File: src/rtl/dual_baud_gen.sv
module dual_baud_gen #(
  parameter int REG_W  = 8,
  parameter int PF0    = 1,
  parameter int PF1    = 3,
  parameter int PF2    = 4,
  parameter int PF3    = 13
) (
  input  logic             clk,
  input  logic             rst_n,
  input  logic             wr_en,
  input  logic [1:0]       wr_sel,
  input  logic [REG_W-1:0] wr_data,
  output logic             tx_tick,
  output logic             rx_tick
);

  localparam int PF_MAX = (PF3 > PF2 ? (PF3 > PF1 ? (PF3 > PF0 ? PF3 : PF0) : PF1) : PF2);
  localparam int PC_W   = $clog2(PF_MAX + 1);
  localparam int CODE_W = 3;
  localparam logic [1:0] SEL_RATE = 2'd0;
  localparam logic [1:0] SEL_NONE = 2'd3;

  logic [REG_W-1:0]            rate_q;
  logic [1:0][REG_W-1:0]       fine_q;
  logic [PC_W-1:0]             pfac;
  logic [1:0]                  tick;

  always_ff @(posedge clk or negedge rst_n) begin
    if (!rst_n) begin
      rate_q <= '0;
      fine_q <= '0;
    end else if (wr_en) begin
      case (wr_sel)
        2'd0:    rate_q    <= wr_data;
        2'd1:    fine_q[0] <= wr_data;
        2'd2:    fine_q[1] <= wr_data;
        default: ;
      endcase
    end
  end

  always_comb begin
    case (rate_q[REG_W-1 -: 2])
      2'd0:    pfac = PC_W'(PF0);
      2'd1:    pfac = PC_W'(PF1);
      2'd2:    pfac = PC_W'(PF2);
      default: pfac = PC_W'(PF3);
    endcase
  end

  for (genvar s = 0; s < 2; s++) begin : g_side
    localparam logic [1:0] SEL_OWN = 2'(s + 1);
    logic [CODE_W-1:0] code;
    logic [REG_W-1:0]  dfac;
    logic [PC_W-1:0]   pcnt_q;
    logic [REG_W-1:0]  dcnt_q;
    logic              restart, pwrap, dwrap, unit;

    assign code    = (s == 0) ? rate_q[5:3] : rate_q[2:0];
    assign dfac    = (|fine_q[s]) ? fine_q[s] : (REG_W'(1) << code);
    assign restart = wr_en && (wr_sel == SEL_RATE || wr_sel == SEL_OWN);
    assign pwrap   = (pcnt_q == pfac - PC_W'(1));
    assign dwrap   = (dcnt_q == dfac - REG_W'(1));
    assign unit    = (pfac == PC_W'(1)) && (dfac == REG_W'(1));
    assign tick[s] = pwrap && dwrap;

    always_ff @(posedge clk or negedge rst_n) begin
      if (!rst_n) begin
        pcnt_q <= '0;
        dcnt_q <= '0;
      end else if (restart) begin
        pcnt_q <= '0;
        dcnt_q <= '0;
      end else if (pwrap) begin
        pcnt_q <= '0;
        dcnt_q <= dwrap ? '0 : dcnt_q + REG_W'(1);
      end else begin
        pcnt_q <= pcnt_q + PC_W'(1);
      end
    end

    p_no_overflow_r5: assert property (@(posedge clk) disable iff (!rst_n)
      (pcnt_q < pfac) && (dcnt_q < dfac));

    p_restart_r8: assert property (@(posedge clk) disable iff (!rst_n)
      restart |=> (tick[s] == unit));

    p_single_pulse_r5: assert property (@(posedge clk) disable iff (!rst_n)
      (tick[s] && !unit && !wr_en) |=> !tick[s]);

    p_unit_rate_r9: assert property (@(posedge clk) disable iff (!rst_n)
      unit |-> tick[s]);
  end

  p_ignore_r10: assert property (@(posedge clk) disable iff (!rst_n)
    (wr_en && wr_sel == SEL_NONE) |=> ($stable(rate_q) && $stable(fine_q)));

  assign tx_tick = tick[0];
  assign rx_tick = tick[1];

endmodule

File: config.mk
export PLATFORM = sky130hd
export DESIGN_NAME = dual_baud_gen
export DESIGN_NICKNAME = d
export VERILOG_FILES = /design/src/rtl/dual_baud_gen.sv
export SDC_FILE = /design/constraint.sdc
export NUM_CORES = 1
export LEC_CHECK = 0
export CAP_MARGIN = 40
export CORE_ASPECT_RATIO = 2
export CORE_MARGIN = 2
export CORE_UTILIZATION = 50
export DETAILED_ROUTE_END_ITERATION = 16
export PLACE_DENSITY = 0.68
export SYNTH_ARGS = -nofsm -noshare
export SYNTH_HDL_FRONTEND = slang
export SYNTH_SLANG_ARGS = --single-unit
File: constraint.sdc
create_clock -name clk -period 4.8 [get_ports clk]
set_input_delay 0.96 -clock clk [delete_from_list [all_inputs] [get_ports clk]]
set_output_delay 0.96 -clock clk [all_outputs]
set_load 0.005 [all_outputs]
==> results of run 1 <==
==> synthesized netlist by cell type, types with 2 or more instances <==
library cell / number
xnor2_1: 15
o21ai_0: 5
or4_1: 4
inv_1: 2
nor4_1: 4
o41ai_1: 2
a311oi_1: 2
xor2_1: 14
nand3_1: 11
a21oi_1: 11
nand4_1: 4
and2_1: 5
nand2b_1: 3
a41oi_1: 11
nor2b_1: 5
a211o_1: 2
a32o_1: 2
ha_1: 8
o31ai_1: 2
o32ai_1: 5
dfrtp_1: 48
o211ai_1: 3
clkbuf_1: 10
nand2_1: 23
mux2_2: 23
or3_1: 4
nor3_1: 10
o21ai_1: 4
o311ai_0: 2
nor3b_1: 2
and3_1: 7
xnor3_1: 3
nor2_1: 35
and3b_1: 2
==> what timing repair did <==
item,CTS,global route
setup endpoints to repair,0,1
hold buffers,0,0
gates resized for setup,0,2
==> cell usage in the layout, fill, tap and decap left out, types with 3 or more instances in the layout <==
master | netlist | final
nor4_1 | 4 | 4
buf_4 | 0 | 9
nor3_1 | 10 | 10
o32ai_1 | 5 | 5
xnor2_1 | 15 | 14
o21ai_1 | 4 | 4
and3_1 | 7 | 7
nand4_1 | 4 | 4
and2_1 | 5 | 5
clkbuf_16 | 0 | 5
nor2b_1 | 5 | 5
dfrtp_1 | 48 | 48
nand2_1 | 23 | 23
o21ai_0 | 5 | 5
mux2_2 | 23 | 23
clkdlybuf4s50_1 | 0 | 13
nand2b_1 | 3 | 3
or4_1 | 4 | 4
or3_1 | 4 | 4
xnor3_1 | 3 | 3
nor2_1 | 35 | 35
a41oi_1 | 11 | 11
xor2_1 | 14 | 14
o211ai_1 | 3 | 3
a21oi_1 | 11 | 11
ha_1 | 8 | 8
nand3_1 | 11 | 11
==> layer usage <==
| metal | track usage, % | wire (um) | vias up |
|---|---|---|---|
| met2 | 44.3 | 4260 | 41 |
| met1 | 24.3 | 2730 | 1255 |
| met4 | 11.2 | 265 | 0 |
| met3 | 3.50 | 154 | 16 |
| met5 | 0 | 0 | - |
| li1 | - | - | 1205 |
==> layout make-up <==
cell class / count / area (um^2) / area share, %
multi-input combinational: 251 / 1810 / 52.1
clock buffer: 6 / 129 / 3.72
timing repair buffer: 23 / 203 / 5.85
clock inverter: 2 / 35.0 / 1.01
sequential: 48 / 1200 / 34.7
inverter: 3 / 11.3 / 0.325
tap: 63 / 78.8 / 2.28
==> power by group <==
group          internal (W)  switching, W
Combinational      0.000274      0.000310
Sequential         0.000499      0.000153
Clock              0.000245      0.000147
Total               0.00102      0.000611
==> worst max-delay path, stage by stage, from the launching register on <==
cell and delay [ns]:
dfrtp_1 0.46, nor4_2 0.30, buf_4 0.20, nand2_1 0.10, nor2_1 0.15, a21oi_1 0.09
ha_1 0.26, xnor2_2 0.22, nor2_1 0.09, o311ai_1 0.27, nand4_1 0.15, or3_1 0.41
nor2_1 0.10, clkdlybuf4s50_1 0.50
==> cell families (layout without fill, tap and decap cells) <==
logic type	after synthesis	count (layout)	share of synthesized area, %
compound gates	61	61	14.6
xor+xnor	32	32	10.6
fa+ha+maj	8	8	3.28
buf+inv	13	34	1.60
flops	48	48	39.4
mux	24	24	8.83
simple gates	126	126	21.7
==> final timing paths <==
check	from	to	slack [ns]	cells after the start
worst min register to register	g_side[0].pcnt_q[0]	g_side[0].pcnt_q[0]	0.51	1
max in group asynchronous	rst_n	fine_q[11]	3.61	2
worst min-delay path	g_side[0].pcnt_q[0]	g_side[0].pcnt_q[0]	0.51	1
worst max-delay path	fine_q[0]	tx_tick	0.26	13
min in group asynchronous	rst_n	g_side[1].pcnt_q[0]	0.76	2
worst max register to register	fine_q[0]	g_side[0].dcnt_q[7]	1.60	13
==> metrics by stage <==
step                      std cells  instance area, um^2  hold WS, ns  TNS (ns)
after global placement          388                 3290        0.500         0
after detailed placement        388                 3290        0.503         0
after floorplan                 312                 3050        0.469         0
final                           396                 3460        0.509         0
after CTS                       396                 3460        0.512         0
after global routing            396                 3460        0.541  -0.00113
==> sequential cells by signal, indices dropped and copies added (netlist names) <==
register and flops:
fine_q 16, g_side.dcnt_q 16, g_side.pcnt_q 8, rate_q 8
==> run summary, run 1 <==
CTS Sinks = 48
Max-cap violations = 0
P_leak = 1.41 nW
Die Ht = 114 um
First-pass GRT wire length = 12.1 mm
Worst Path Arrival = 3.58 ns
Largest net degree at the start of global routing = 49
VDD IR max = 305 uV
CP required = 3.84 ns
Crit share post-route = 94.6%
Top post-synthesis cells by area = dfrtp_1, mux2_2, nor2_1, xnor2_1, xor2_1
Area growth, synth to finish = 13.6%
Initial core utilization = 51.2%
Worst-Skew Late Latency = 0.29 ns
Place WS = 0.513 ns
CTS tree = done
Layout cells sized above 1 = 14.1%
Syn_area_per_cell = 9.77 um^2
Final-layout fill cell count = 556
CP max FO = 8
DRT Pass-1 Iters = 5
Total Power = 0.00163 W
Pwr dens = 470 nW/um^2
CTS root buffer = clkbuf_16
Reg clk slew, reported paths = 0.06 ns
CP Class = reg2out
Via density = 6.36
Post-Route WL = 7.41 mm
Drt wl/cell = 18.7 um
Async S/R FF share, synth = 100%
Setup ws final = 0.261 ns
Dpl hpwl = 5.54 mm
Relative max-transition margin = 40.9%
Net count after synthesis = 333
Startpoint type of the worst setup path = flip-flop
Cell Area, Synth = 3050 um^2
Vias = 2517
Setup Fix Bufs, Post-CTS = 0
# DRC = 0
Clk buf depth = 2
All-Layer GR Usage = 23.7%
Placer Congestion = 0.951
Register bit total from synthesis = 48
CTS Buf Count = 5
Final min period = 4.54 ns
Seq/Total Area, Yosys = 39.4%
Final core utilization = 58.2%
Type of the worst min-delay path = reg2reg
Number of port buffers = 14
Slew @ Worst Pin = 0.883 ns
Top FF cell, synth = dfrtp_1
Die width = 59.2 um
Number of global-route vias before repair = 2538
Final setup violation count = 0
Yosys warning count = 0
Die area = 6770 um^2
CTS H-tree depth = 2
CP Capture Type = output port
Count of pins over their slew limit = 0
Num rows = 40
Detail Route Antenna Nets = 0
Final nets = 353
ANT cells = 0
Total grt overflow = 0
Ports = 15
Core Footprint = 5960 um^2
Max Clock Skew = 0.00489 ns
Initial antenna violation count = 0
Number of synthesized flops with an enable pin = 0
Final Hold Viols = 0
Distinct cells, synth = 53
Top cell type's share of synthesized area = 39.4%
F_max = 0.220 GHz
Mapped Cells = 312
Leading area contributor after synthesis = dfrtp_1
Status = completed
Initial DRC count = 156
No activity file was read; power rests on OpenSTA's default activity.
==> run 2: changes to the inputs <==
--- a/config.mk
+++ b/config.mk
@@ -10,6 +10,7 @@
 export CORE_MARGIN = 2
 export CORE_UTILIZATION = 50
 export DETAILED_ROUTE_END_ITERATION = 16
+export GPL_TIMING_DRIVEN = 0
 export PLACE_DENSITY = 0.68
 export SYNTH_ARGS = -nofsm -noshare
 export SYNTH_HDL_FRONTEND = slang
==> run 2 against run 1 <==
  * Routed wire length is 2.0% lower
  * Sequential share of layout area is 0.17 points lower
  * First-iteration DRC count is 9.0% lower
  * Sequential cell count stayed put
  * Critical endpoint is now rx_tick
  * Largest power group unchanged
==> run summary, run 2 (synthesized netlist as in run 1, its figures left out) <==
Biggest regs = fine_q x16, g_side.dcnt_q x16
Die Ht = 114 um (unchanged)
CP Class = reg2out
Num rows = 40 (unchanged)
CP Capture Type = output port
Number of global-route vias before repair = 2566 (+1.1%)
Pwr dens = 467 nW/um^2 (-0.65%)
Count of pins over their slew limit = 0 (unchanged)
Dpl hpwl = 5.48 mm (-1.0%)
CP required = 3.84 ns (about the same)
Reg-to-reg startpoint = rate_q[0]
Number of port buffers = 14 (unchanged)
Initial core utilization = 51.2% (unchanged)
Final min period = 4.59 ns (+0.0512 ns)
DRT Pass-1 Iters = 5 (unchanged)
Slew @ Worst Pin = 0.771 ns (-0.111 ns)
Post-Route WL = 7.26 mm (-2.0%)
Ports = 15 (unchanged)
Status = completed
Placer Congestion = 0.902 (-5.2%)
Die width = 59.2 um (unchanged)
Worst setup path start = rate_q[0]
Crit share post-route = 95.6% (+1.1 points)
CTS Buf Count = 5 (unchanged)
Worst hold slack = 0.512 ns (+0.00282 ns)
Core Footprint = 5960 um^2 (unchanged)
All-Layer GR Usage = 23.6% (-0.10 points)
Max-cap violations = 0 (unchanged)
CTS tree = done
Max Clock Skew = 0.00409 ns (-0.000799 ns)
Worst-Skew Late Latency = 0.29 ns (about the same)
Area growth, synth to finish = 14.2%
CP max FO = 10 (+2)
# DRC = 0 (unchanged)
CTS root buffer = clkbuf_16
Total grt overflow = 0 (unchanged)
Hold_sp = g_side[0].pcnt_q[0]
R2R depth = 11 (-2)
Drt wl/cell = 18.2 um (-2.7%)
First-pass GRT wire length = 12.1 mm (unchanged)
Design area = 3480 um^2 (+0.51%)
Hold depth = 1 (unchanged)
RSZ-0062 raised after global routing = false
Most frequent cells in the layout = dfrtp_1, nor2_1, nand2_1, mux2_2, xnor2_1
Commonest non-fill, non-tap cell in the layout = dfrtp_1
Die area = 6770 um^2 (unchanged)
ANT cells = 0 (unchanged)
Post-DP Area = 3280 um^2 (-0.30%)
CTS Sinks = 48 (unchanged)
Worst Path Arrival = 3.63 ns (+0.05 ns)
P_leak = 1.40 nW (-0.91%)
Largest net degree at the start of global routing = 34 (-31%)
Reg clk slew, reported paths = 0.06 ns (about the same)
Layout cells sized above 1 = 12.8% (-1.3 points)
Clk buf depth = 2 (unchanged)
VDD IR max = 280 uV (-8.3%)
Via density = 6.45 (+1.4%)
Final nets = 356 (+0.85%)
F_max = 0.218 GHz (-1.1%)
Initial antenna violation count = 0 (unchanged)
Cts hold-fix bufs = 0 (unchanged)
CTS H-tree depth = 2 (unchanged)
Type of the worst min-delay path = reg2reg
Detail Route Antenna Nets = 0 (unchanged)
Final core utilization = 58.4% (+0.29 points)
Initial DRC count = 142 (-9.0%)
Setup TNS = 0 ns (unchanged)
Final Hold Viols = 0 (unchanged)
Final setup violation count = 0 (unchanged)
Startpoint type of the worst setup path = flip-flop
Relative max-transition margin = 48.4% (+7.5 points)
Vias = 2572 (+2.2%)
-- run 2: timing repair --
item / in CTS / in global routing
setup endpoints to repair: 2 / 2
buffers inserted: 2 / 1
resized for setup: 2 / 1
pin swaps: 2 / 1
-- run 2: final timing paths --
path	slack, ns	to
worst max-delay path	0.21	rx_tick
worst min-delay path	0.51	g_side[0].pcnt_q[0]
worst max register to register	1.47	g_side[1].dcnt_q[2]
worst min register to register	0.51	g_side[0].pcnt_q[0]
max in group asynchronous	3.69	rate_q[5]
min in group asynchronous	0.59	g_side[0].pcnt_q[0]
-- run 2: layout make-up --
cell class,count,area [um^2]
timing repair buffer,18,178
clock buffer,6,129
inverter,3,15.0
fill,512,2470
buffer,8,30.0
multi-input combinational,251,1810
sequential,48,1200
clock inverter,2,35.0
tap,63,78.8
-- run 2: routing by layer --
layer | global-route usage [%] | wire [um] | up-vias
met5 | 0 | 0 | -
met4 | 12.7 | 289 | 0
met2 | 42.6 | 4120 | 53
met3 | 3.05 | 162 | 23
li1 | - | - | 1223
met1 | 25.3 | 2690 | 1273
-- run 2: power by group --
| part | internal, W | leakage [nW] | total [W] | switching [W] |
|---|---|---|---|---|
| clock | 0.000245 | 0.0808 | 0.000390 | 0.000145 |
| sequential | 0.000499 | 0.599 | 0.000640 | 0.000140 |
| combinational | 0.000267 | 0.719 | 0.000598 | 0.000331 |
-- run 2: critical path, cell delays in order (launching register included) --
cell and delay, ns:
dfrtp_1 0.37, clkbuf_1 0.37, nor3_1 0.13, a41oi_2 0.32
ha_1 0.27, or3b_2 0.45, a41oi_1 0.23, xnor3_1 0.24
nor2_1 0.11, nand4_1 0.20, nor2_1 0.14, clkdlybuf4s50_1 0.51
-- run 2: stage by stage --
step,cells,setup WS (ns),power (W)
3_5_place_dp,390,0.0255,0.00123
5_1_grt,399,0.0176,0.00175
4_1_cts,400,0.102,0.00164
3_3_place_gp,389,0.0461,0.00121
2_1_floorplan,312,0.975,0.00106
6_report,399,0.210,0.00163
==> run 3: changes to the inputs <==
--- a/config.mk
+++ b/config.mk
@@ -5,13 +5,13 @@
 export SDC_FILE = /design/constraint.sdc
 export NUM_CORES = 1
 export LEC_CHECK = 0
-export CAP_MARGIN = 40
+export CAP_MARGIN = 30
 export CORE_ASPECT_RATIO = 2
 export CORE_MARGIN = 2
 export CORE_UTILIZATION = 50
 export DETAILED_ROUTE_END_ITERATION = 16
 export GPL_TIMING_DRIVEN = 0
-export PLACE_DENSITY = 0.68
+export PLACE_DENSITY = 0.71
 export SYNTH_ARGS = -nofsm -noshare
 export SYNTH_HDL_FRONTEND = slang
 export SYNTH_SLANG_ARGS = --single-unit
==> constraint.sdc (replaced) <==
create_clock -name clk -period 3.87 [get_ports clk]
set_input_delay 0.774 -clock clk [delete_from_list [all_inputs] [get_ports clk]]
set_output_delay 0.774 -clock clk [all_outputs]
set_load 0.005 [all_outputs]
==> run 3 against run 2 <==
  * Routed wire length is 21% higher
  * Clock power increased by 35%
  * Die area did not move
  * Largest cell class unchanged
  * Largest power group is now combinational logic
  * Highest routed layer unchanged
==> run summary, run 3 (synthesized netlist as in run 1, its figures left out) <==
Status = completed
Crit share post-route = 99.1%
Slew @ Worst Pin = 0.890 ns (+0.118 ns)
CP required = 3.10 ns (-0.74 ns)
Worst Path Arrival = 3.06 ns (-0.57 ns)
CTS tree = done
Worst-Skew Late Latency = 0.29 ns (about the same)
Die Ht = 114 um (unchanged)
# DRC = 0 (unchanged)
Die width = 59.2 um (unchanged)
ANT cells = 0 (unchanged)
CP Capture Type = output port
CTS Buf Count = 5 (unchanged)
Total grt overflow = 0 (unchanged)
Placer Congestion = 0.863 (-4.3%)
All-Layer GR Usage = 26.9% (+3.3 points)
Max-cap violations = 0 (unchanged)
Max Clock Skew = 0.00294 ns (-0.00116 ns)
VDD IR max = 587 uV (+110%)
DRT Pass-1 Iters = 4 (-1)
Cts hold-fix bufs = 0 (unchanged)
Area growth, synth to finish = 33.4%
Vias = 2852 (+11%)
CP Class = reg2out
Clk buf depth = 2 (unchanged)
Initial DRC count = 206 (+45%)
Post-Route WL = 8.75 mm (+21%)
Relative max-transition margin = 40.5% (-7.9 points)
Final nets = 404 (+13%)
Final Hold Viols = 0 (unchanged)
CTS H-tree depth = 2 (unchanged)
Pwr dens = 582 nW/um^2 (+24%)
Startpoint type of the worst setup path = flip-flop
Count of pins over their slew limit = 0 (unchanged)
Dpl hpwl = 5.42 mm (-1.2%)
Detail Route Antenna Nets = 0 (unchanged)
Largest net degree at the start of global routing = 38 (+12%)
First-pass GRT wire length = 13.7 mm (+13%)
Most frequent cells in the layout = buf_4, dfrtp_1, nor2_1
Final min period = 3.83 ns
Num rows = 40 (unchanged)
Type of the worst min-delay path = in2async
Core Footprint = 5960 um^2 (unchanged)
Number of port buffers = 14 (unchanged)
Initial antenna violation count = 0 (unchanged)
Initial core utilization = 51.2% (unchanged)
CTS root buffer = clkbuf_16
CTS Sinks = 48 (unchanged)
Final core utilization = 68.3% (+9.8 points)
Drt wl/cell = 19.6 um (+7.6%)
Biggest regs = fine_q x16, g_side.dcnt_q x16
Die area = 6770 um^2 (unchanged)
Reg clk slew, reported paths = 0.06 ns (about the same)
Via density = 6.38 (-1.0%)
Layout cells sized above 1 = 34.6% (+22 points)
Ports = 15 (unchanged)
Commonest non-fill, non-tap cell in the layout = buf_4
P_leak = 1.67 nW (+19%)
Total Power = 0.00236 W (+45%)
Number of global-route vias before repair = 2748 (+7.1%)
Final setup violation count = 0 (unchanged)
CP max FO = 5 (-5)
F_max = 0.261 GHz
[run 3: cell types whose count changed in the layout (fill, tap and decap cells not counted), moves of 6 or more]
cell | before | now
clkbuf_1 | 9 | 3
dfrtp_2 | 0 | 12
dfrtp_1 | 48 | 36
buf_4 | 3 | 55
[run 3: final timing paths]
check / startpoint / endpoint / slack [ns] / cells past startpoint
max in group asynchronous: rst_n / fine_q[5] / 3.00 / 2
max reg2reg: fine_q[5] / g_side[0].dcnt_q[2] / 0.04 / 20
min in group clk: g_side[0].pcnt_q[0] / g_side[0].pcnt_q[0] / 0.51 / 1
min: rst_n / g_side[1].pcnt_q[0] / 0.36 / 1
min reg2reg: g_side[0].pcnt_q[0] / g_side[0].pcnt_q[0] / 0.51 / 1
max: fine_q[5] / tx_tick / 0.04 / 12
[run 3: what timing repair did]
item                       4_1_cts  5_1_grt
buffers inserted                37       19
pin swaps                        9       25
gates resized for setup         33       26
gates cloned                     0        0
setup endpoints to repair        2       16
[run 3: report_power, final]
group | leakage, nW | internal, W | switching (W)
combinational | 0.994 | 0.000500 | 0.000535
sequential | 0.587 | 0.000624 | 0.000176
clock | 0.0901 | 0.000340 | 0.000188
[run 3: worst max-delay path: stages, from the launching register on]
cell	delay [ns]
dfrtp_2	0.44
nor4_4	0.35
nand2_1	0.14
nor2_2	0.15
a21oi_1	0.10
ha_2	0.24
xnor2_4	0.21
nor2_2	0.07
o311ai_2	0.23
nand4_1	0.19
or3_4	0.42
nor2_2	0.11
buf_2	0.12
[run 3: through the flow]
stage               instance area (um^2)  setup TNS, ns  hold slack [ns]  worst slack (ns)  std cells
CTS                                 3830        -0.0430            0.371           -0.0202        430
global route                        4070         -0.813            0.379            -0.143        447
detailed placement                  3280          -1.19            0.503            -0.726        390
global placement                    3270          -1.08            0.502            -0.659        389
floorplan                           3050              0            0.469             0.231        312
finish                              4070              0            0.363            0.0358        447
[run 3: area by class of cell]
type                       instances  area [um^2]
clock inverter                     1         30.0
sequential                        48         1220
inverter                           3         16.3
fill                             450         1890
multi-input combinational        251         1980
buffer                             5         33.8
clock buffer                       7          153
tap                               63         78.8
timing repair buffer              69          554
[run 3: per-layer routing]
layer	GRT usage [%]	share of wire [%]
met5	0	0
met4	15.2	6.3
met3	5.76	4.4
met2	47.0	55
met1	28.5	34
